`src/rtl/trace_ring_pkg.sv`:
```
package trace_ring_pkg;
  typedef enum logic {
    ALIGN_BEGIN = 1'b0,
    ALIGN_END   = 1'b1
  } align_e;
endpackage

```
`src/rtl/trace_ring_store.sv`:
```
module trace_ring_store #(
  parameter int ADDR_W = 6,
  parameter int DATA_W = 20
) (
  input  logic              clk,
  input  logic              we,
  input  logic [ADDR_W-1:0] waddr,
  input  logic [DATA_W-1:0] wdata,
  input  logic [ADDR_W-1:0] raddr,
  output logic [DATA_W-1:0] rdata
);
  localparam int DEPTH = 1 << ADDR_W;

  // The ring is not reset on purpose: its contents must survive every reset.
  logic [DATA_W-1:0] ring_q [DEPTH];

  always_ff @(posedge clk) begin
    if (we) ring_q[waddr] <= wdata;
  end

  assign rdata = ring_q[raddr];
endmodule

```
`src/rtl/trace_fill_ctrl.sv`:
```
module trace_fill_ctrl
  import trace_ring_pkg::*;
#(
  parameter int ADDR_W = 6
) (
  input  logic              clk,
  input  logic              por_n,
  input  logic              sys_rst_n,
  input  logic              arm_set,
  input  logic              arm_clr,
  input  align_e            align,
  input  logic              trc_valid,
  output logic              take,
  output logic              ready,
  output logic [ADDR_W-1:0] cnt,
  output logic              full,
  output logic              armed
);
  localparam logic [ADDR_W-1:0] LAST = {ADDR_W{1'b1}};

  logic arm_ok;
  logic wrap;
  logic sess_rst_n;

  assign arm_ok     = arm_set & sys_rst_n;
  assign ready      = armed & ~arm_ok;
  assign take       = ready & trc_valid;
  assign wrap       = take & (cnt == LAST);
  assign sess_rst_n = por_n & sys_rst_n;

  // Count and full flag: cleared only by power-on reset or an arm request.
  always_ff @(posedge clk or negedge por_n) begin
    if (!por_n) begin
      cnt  <= '0;
      full <= 1'b0;
    end else if (arm_ok) begin
      cnt  <= '0;
      full <= 1'b0;
    end else if (take) begin
      cnt <= cnt + 1'b1;
      if (wrap) full <= 1'b1;
    end
  end

  // Session state: ended by either reset.
  always_ff @(posedge clk or negedge sess_rst_n) begin
    if (!sess_rst_n) begin
      armed <= 1'b0;
    end else if (arm_ok) begin
      armed <= 1'b1;
    end else if (arm_clr) begin
      armed <= 1'b0;
    end else if (wrap && align == ALIGN_BEGIN) begin
      armed <= 1'b0;
    end
  end
endmodule

```
`src/rtl/trace_ring_capture.sv`:
```
module trace_ring_capture
  import trace_ring_pkg::*;
#(
  parameter int ADDR_W = 6,
  parameter int DATA_W = 20
) (
  input  logic              clk,
  input  logic              por_n,
  input  logic              sys_rst_n,
  input  logic              arm_set,
  input  logic              arm_clr,
  input  logic              align_end,
  input  logic              trc_valid,
  output logic              trc_ready,
  input  logic [DATA_W-1:0] trc_data,
  input  logic [ADDR_W-1:0] rd_addr,
  output logic [DATA_W-1:0] rd_data,
  output logic [ADDR_W+1:0] status_cnt,
  output logic [7:0]        status_aux,
  output logic [ADDR_W-1:0] oldest_idx,
  output logic              armed
);
  logic              take;
  logic [ADDR_W-1:0] cnt;
  logic              full;
  align_e            align;

  assign align = align_e'(align_end);

  trace_fill_ctrl #(.ADDR_W(ADDR_W)) u_ctrl (
    .clk       (clk),
    .por_n     (por_n),
    .sys_rst_n (sys_rst_n),
    .arm_set   (arm_set),
    .arm_clr   (arm_clr),
    .align     (align),
    .trc_valid (trc_valid),
    .take      (take),
    .ready     (trc_ready),
    .cnt       (cnt),
    .full      (full),
    .armed     (armed)
  );

  trace_ring_store #(.ADDR_W(ADDR_W), .DATA_W(DATA_W)) u_store (
    .clk   (clk),
    .we    (take),
    .waddr (cnt),
    .wdata (trc_data),
    .raddr (rd_addr),
    .rdata (rd_data)
  );

  assign status_cnt = {full, 1'b0, cnt};
  assign status_aux = {full, 7'b0};
  assign oldest_idx = full ? cnt : '0;
endmodule

```
`config.mk`:
```
export PLATFORM = sky130hd
export DESIGN_NAME = trace_ring_capture
export DESIGN_NICKNAME = d
export VERILOG_FILES = /design/src/rtl/trace_ring_pkg.sv /design/src/rtl/trace_ring_store.sv /design/src/rtl/trace_fill_ctrl.sv /design/src/rtl/trace_ring_capture.sv
export SDC_FILE = /design/constraint.sdc
export NUM_CORES = 1
export LEC_CHECK = 0
export BUFFER_PORTS_ARGS = -buffer_cell sky130_fd_sc_hd__buf_2
export CAP_MARGIN = 0
export CORE_MARGIN = 2
export CORE_UTILIZATION = 30
export CTS_CLUSTER_SIZE = 14
export DETAILED_ROUTE_END_ITERATION = 10
export PLACE_DENSITY = 0.47
export SYNTH_ARGS = -nofsm -noshare
export SYNTH_HDL_FRONTEND = slang
export SYNTH_HIERARCHICAL = 1
export SYNTH_SLANG_ARGS = --single-unit
```
`constraint.sdc`:
```
create_clock -name clk -period 2.95 [get_ports clk]
set_clock_uncertainty 0.1 [all_clocks]
set_input_delay 0.1475 -clock clk [delete_from_list [all_inputs] [get_ports clk]]
set_output_delay 0.1475 -clock clk [all_outputs]
set_load 0.01 [all_outputs]
```
---- Word-level counts from Yosys, hierarchy flattened ----
Memories as Yosys holds them, arrays and structs flattened.
Index checks and enable logic that the tools add are counted.
word-level totals
  output and inout port bits .............. 44
  bits in registers ....................... 8
  RAM bits ................................ 1280
  bits of input ports ..................... 33
  memory bits (read-only) ................. 0
  memories kept ........................... 1
  bits in latches ......................... 0
  logic and storage cells ................. 29
memories
  name            depth  bits a word  rd ports  clocked after Yosys merged registers in  wr ports  line                    RTL
  u_store.ring_q  64     20           1         0                                        1         trace_ring_store.sv:15  logic [DATA_W-1:0] ring_q [DEPTH];
operators by class
  shift-type cells ........................ 0
  divide/modulo/power cells ............... 0
  equality and inequality tests ........... 1
  add/sub/neg operators ................... 1
  multipliers ............................. 0
  muxes and demuxes ....................... 11
  reduce and logical (&&, ||, !) cells .... 5
  magnitude comparators ................... 0
  bitwise gates (word level) .............. 7
operator list
  operator             count
  $mux 6               3
  $mux 1               8
  $add 6x1->6 const B  1
  $eq 6x6->1 const B   1
  $and 1x1->1          5
  $reduce_bool 2->1    2
  $reduce_bool 3->1    1
  $not 1->1            2
  $reduce_and 2->1     1
  $logic_and 1x1->1    1

---- Logic depth before layout (Yosys ltp) ----
  word-level depth ........................ 9
  depth in mapped cells ................... 10
  depth with buffers taken out ............ 5

---- Hierarchy ----
Netlist, hierarchy kept.
modules (own cells, without submodules)
  module              area each (µm²)  times used  seq. area each (µm²)  cells an instance
  trace_ring_store    49094.6          1           38436.9               2223
  trace_fill_ctrl     431.7            1           200.2                 45
  trace_ring_capture  116.4            1           0.0                   17

---- Least setup slack after synthesis ----
No wires, ideal clock.
  path kind ............................... register -> register
  start point ............................. reg u_ctrl.armed
  end point ............................... mem u_store.ring_q[49][0], enable pin
  setup time .............................. 0.422 ns
  arrival ................................. 2.574 ns
  required time ........................... 2.428 ns
  clock period less this slack ............ 3.096 ns
  setup slack ............................. -0.146 ns
  path buffers ............................ 1
  cell stages (with the launch flop) ...... 6
  cell sequence ........................... dfrtp_1 nand2_1 buf_4 nor2_1 nand4_1 nor3_1
between the ends
  word-level cells in the longest chain between the ends .. 4
RTL lines
  item                          line                      RTL
  start, declared               trace_fill_ctrl.sv:17     output logic armed
  start signal, assigned        trace_fill_ctrl.sv:48     armed <= 1'b0;
  start signal, assigned        trace_fill_ctrl.sv:50     armed <= 1'b1;
  start signal, assigned        trace_fill_ctrl.sv:52     armed <= 1'b0;
  $and 1x1->1                   trace_fill_ctrl.sv:26     assign ready = armed & ~arm_ok;
  $and 1x1->1                   trace_fill_ctrl.sv:27     assign take = ready & trc_valid;
  named net take                trace_ring_capture.sv:23  logic take;
  $mux 1                        trace_ring_store.sv:18    if (we) ring_q[waddr] <= wdata;
  $mux 1 (implied by the code)  trace_ring_store.sv:18
  end, declared                 trace_ring_store.sv:15
The timed path passes the listed nets, and every way through them passes these cells.

---- Worst setup path in the final report ----
  start point ............................. mem u_store.ring_q[26][7]
  end point ............................... out rd_data[7]
between the ends
  word-level cells in the longest chain between the ends .. 1
RTL lines
  item           line                      RTL
  $mem_v2 64x20  n/a
  end, declared  trace_ring_capture.sv:17  output logic [DATA_W-1:0] rd_data,
Every way passes these cells.

==> results.toml <==
[clock_network]
cts-htree-levels = 4
cts-root-to-sink-buffers = 3
cts_tree = "done"
tritoncts.num_buffers = 138
clk_pin_slew_ps = 60
ctsRootBufferMaster = "sky130_fd_sc_hd__clkbuf_16"
insertion_delay_ps = 760
post_cts_setup_buffers = 0
clock_sinks = 1288

[placed_design]
place_ws_ps = -42.2
gpl.final_weighted_congestion = 0.765
dp_cells = 4634
place_area_mm2 = 0.0544
io_buffers = 68
dp.final_hpwl_mm = 82.6

[grt]
grt_pass1_wl_mm = 191
grt_pass1_vias = 25212
global_route.overflow_total = 0
track_usage = 0.160
maximum_number_of_pins_on_one_net_before_global_route_repair = 65
grt_antenna_before_repair = 8

[synth]
netlist.area_leader.share = 0.774
synth_warnings = 6
postSynth.topFlopCell = "sky130_fd_sc_hd__edfxtp_1"
ys_seq_area_frac = 0.778
cell_count_after_synthesis = 2285
synth.cell_area_mm2 = 0.0496
synth_top_cells_by_area = "sky130_fd_sc_hd__edfxtp_1 (77%), sky130_fd_sc_hd__mux4_2 (12%), sky130_fd_sc_hd__mux2i_1 (3.7%)"
yosys_register_bits = 1288
post-synth-top-area-cell = "sky130_fd_sc_hd__edfxtp_1"
synthDistinctLibCells = 43
syn_avg_cell_area_um2 = 21.7
synthArstFlopShare = 0.00621
synth_enable_flop_cells = 1280

[worst_setup_path]
cp.arrival_ps = 2760
cp.buffers_inverters = 1
crit_path_required_time_ps = 2700
critical_path.cell_chain = "mux4_2 > mux4_2 > o22ai_4 > nor3_2 > buf_2"
crit-reg2reg-launch = "u_ctrl/armed"
critical_path.slowest_cell = "sky130_fd_sc_hd__mux4_2"
path_depth = 5
worstRegToRegCells = 6
crit_path_start = "u_store/ring_q[26][7]"
crit_path_frequent_cell = "sky130_fd_sc_hd__mux4_2"
critical-path-max-stage-delay_ps = 600
crit_path_start_kind = "flip-flop"
regToRegEndpoint = "u_store/ring_q[44][14]"
worst-r2r-setup-slack_ps = 260
cp_top_family = "multiplexers"
worstPathMaxFanout = 1
endpoint_kind = "output pin"
worst-setup-path-type = "reg2out"
crit_end = "rd_data[7]"

[hold_path]
class_of_the_worst_hold_path = "in2reg"

[detailed_routing]
route.final.wire_length_mm = 136
drt_first_iter_violations = 2280
drt-pass1-iter-count = 6
vias_per_cell = 4.98
remaining_drc_errors = 0
ant_nets = 0
wl_per_cell_um = 27.8
route.vias.total = 24425

[layout]
layout-drive-gt1-share = 0.329
finish.net_count = 2633
area_growth_syn_to_layout_pct = 19.9
fillers = 15031
final_cell_area_mm2 = 0.0595
final-instance-count-excl-fill = 4901
post-route-util = 0.362

[power_and_ir_drop]
ir_worst_vdd_uv = 592
total_power_mw = 39.3
power_density_mw_per_mm2 = 660
leakagePower_nw = 19.0

[floorplan]
initial_cell_density_of_the_core = 0.302
die_w_um = 411
die_height_um = 411
die_area_mm2 = 0.169
floorplan.core_area_mm2 = 0.165
rows = 149
design.portCount = 77

[outcome]
result_of_the_run = "finished, violations left"
violations = "negative setup slack"

[sta]
timing_hold_violations_final = 0
setup_slack_ps = -53.3
maxClockFrequency_mhz = 333
timing_max_transition_violations_final = 0
fin_tns_setup_ps = -105
worst_hold_slack_ps = 38.6
setup_viol = 3
grt_setup_unrepaired = "true"
timing.slew.headroom = 0.148
period_needed_ps = 3000
timing.final.crit_share = 1.02
worst-slew-pin-transition_ps = 1280

[run]
max_cap_violations = 0
==> flip-flops by register name (all words and copies together), names as in the netlist <==
name	flops
u_ctrl/cnt	6
u_ctrl/armed	1
u_ctrl/full	1
u_store/ring_q	1280
==> worst min-delay path by stage <==
| stage | slack (ps) | start | cells after the start | end |
|---|---|---|---|---|
| after floorplan | -250 | por_n | 0 | u_ctrl/cnt[0] |
| after global placement | -110 | por_n | 1 | u_ctrl/full |
| after detailed placement | -100 | por_n | 1 | u_ctrl/full |
| after CTS | 10 | trc_data[15] | 1 | u_store/ring_q[57][15] |
| after global routing | 60 | trc_data[5] | 2 | u_store/ring_q[8][5] |
| final | 40 | trc_data[15] | 1 | u_store/ring_q[57][15] |
==> cells by family after synthesis <==
family | after synthesis | synth area share
simple gates | 168 | 0.0165
mux | 455 | 0.158
flops | 1288 | 0.778
other cells | 1 | 0.0000755
xor+xnor | 1 | 0.000176
buf+inv | 142 | 0.0155
fa+ha+maj | 1 | 0.000252
compound gates | 229 | 0.0307
==> cell usage after synthesis (3+ instances only) <==
master	instances
sky130_fd_sc_hd__buf_4	33
sky130_fd_sc_hd__a21o_1	16
sky130_fd_sc_hd__mux4_2	264
sky130_fd_sc_hd__nand3b_1	4
sky130_fd_sc_hd__mux2_2	6
sky130_fd_sc_hd__and2_1	9
sky130_fd_sc_hd__o31ai_1	18
sky130_fd_sc_hd__dfrtp_1	8
sky130_fd_sc_hd__nor2_1	76
sky130_fd_sc_hd__a22oi_1	64
sky130_fd_sc_hd__nand3_1	9
sky130_fd_sc_hd__mux2i_1	185
sky130_fd_sc_hd__o22ai_1	52
sky130_fd_sc_hd__a31oi_1	32
sky130_fd_sc_hd__buf_6	7
sky130_fd_sc_hd__nor2b_1	7
sky130_fd_sc_hd__or4_1	3
sky130_fd_sc_hd__a21oi_1	6
sky130_fd_sc_hd__nand2b_1	8
sky130_fd_sc_hd__edfxtp_1	1280
sky130_fd_sc_hd__nand2_1	17
sky130_fd_sc_hd__and3_1	17
sky130_fd_sc_hd__buf_2	49
sky130_fd_sc_hd__o21ai_0	33
sky130_fd_sc_hd__clkbuf_1	49
sky130_fd_sc_hd__nor3_1	6
==> power by group <==
part / switching (mW) / internal [mW]
registers: 0.0171 / 20.2
logic: 1.39 / 0.863
clock network: 7.07 / 9.80
==> worst register-to-register path, stage by stage (launching register included) <==
cell and delay, ps:
sky130_fd_sc_hd__dfrtp_1 380, sky130_fd_sc_hd__nand2_1 90, sky130_fd_sc_hd__nor2_1 160, sky130_fd_sc_hd__nor2b_1 370
sky130_fd_sc_hd__nand2_1 450, sky130_fd_sc_hd__nor2_2 600, sky130_fd_sc_hd__buf_12 240
==> what timing repair did <==
action                                 CTS  global route
setup endpoints to repair               20             8
pin swaps                               10             2
gates cloned                             0             1
hold buffers                            18             0
endpoints found under the hold margin  274             0
resized for setup                      100             8
==> cells in the final DEF, fill, tap and decap left out, drive strengths merged, types with 3 or more instances in the layout <==
cell and count:
edfxtp 1280, buf 287, mux4 264, mux2i 185
clkbuf 179, nor2 76, a22oi 64, clkinv 55
o22ai 52, o21ai 33, a31oi 32, dlygate4sd3 18
o31ai 18, nand2 17, and3 17, a21o 16
and2 10, bufinv 9, nand3 9, inv 9
conb 8, nand2b 8, dfrtp 8, nor2b 7
mux2 6, a21oi 6, nor3 6, nand3b 4
clkinvlp 3, or4 3
==> final cells by class <==
class / count / area, µm² / share of cell area
flip-flops and latches: 1288 / 38600 / 0.649
multi-input cells: 862 / 11000 / 0.186
clock buffers: 177 / 3760 / 0.0632
well taps: 2189 / 2740 / 0.0460
repair buffers: 307 / 2700 / 0.0454
clock inverters: 74 / 623 / 0.0105
inverters: 2 / 7.51 / 0.000126
diodes: 2 / 5.00 / 0.0000841
==> routing by layer <==
layer	routed length, µm	part of all wire	vias to the layer above	global-route usage
met4	2100	0.015	2	0.0384
met1	61100	0.45	13336	0.224
met2	66000	0.49	658	0.261
met3	6810	0.050	146	0.0261
li1	-	-	10283	-
met5	8	0.000059	-	0
(Power assumes the default switching activity.)
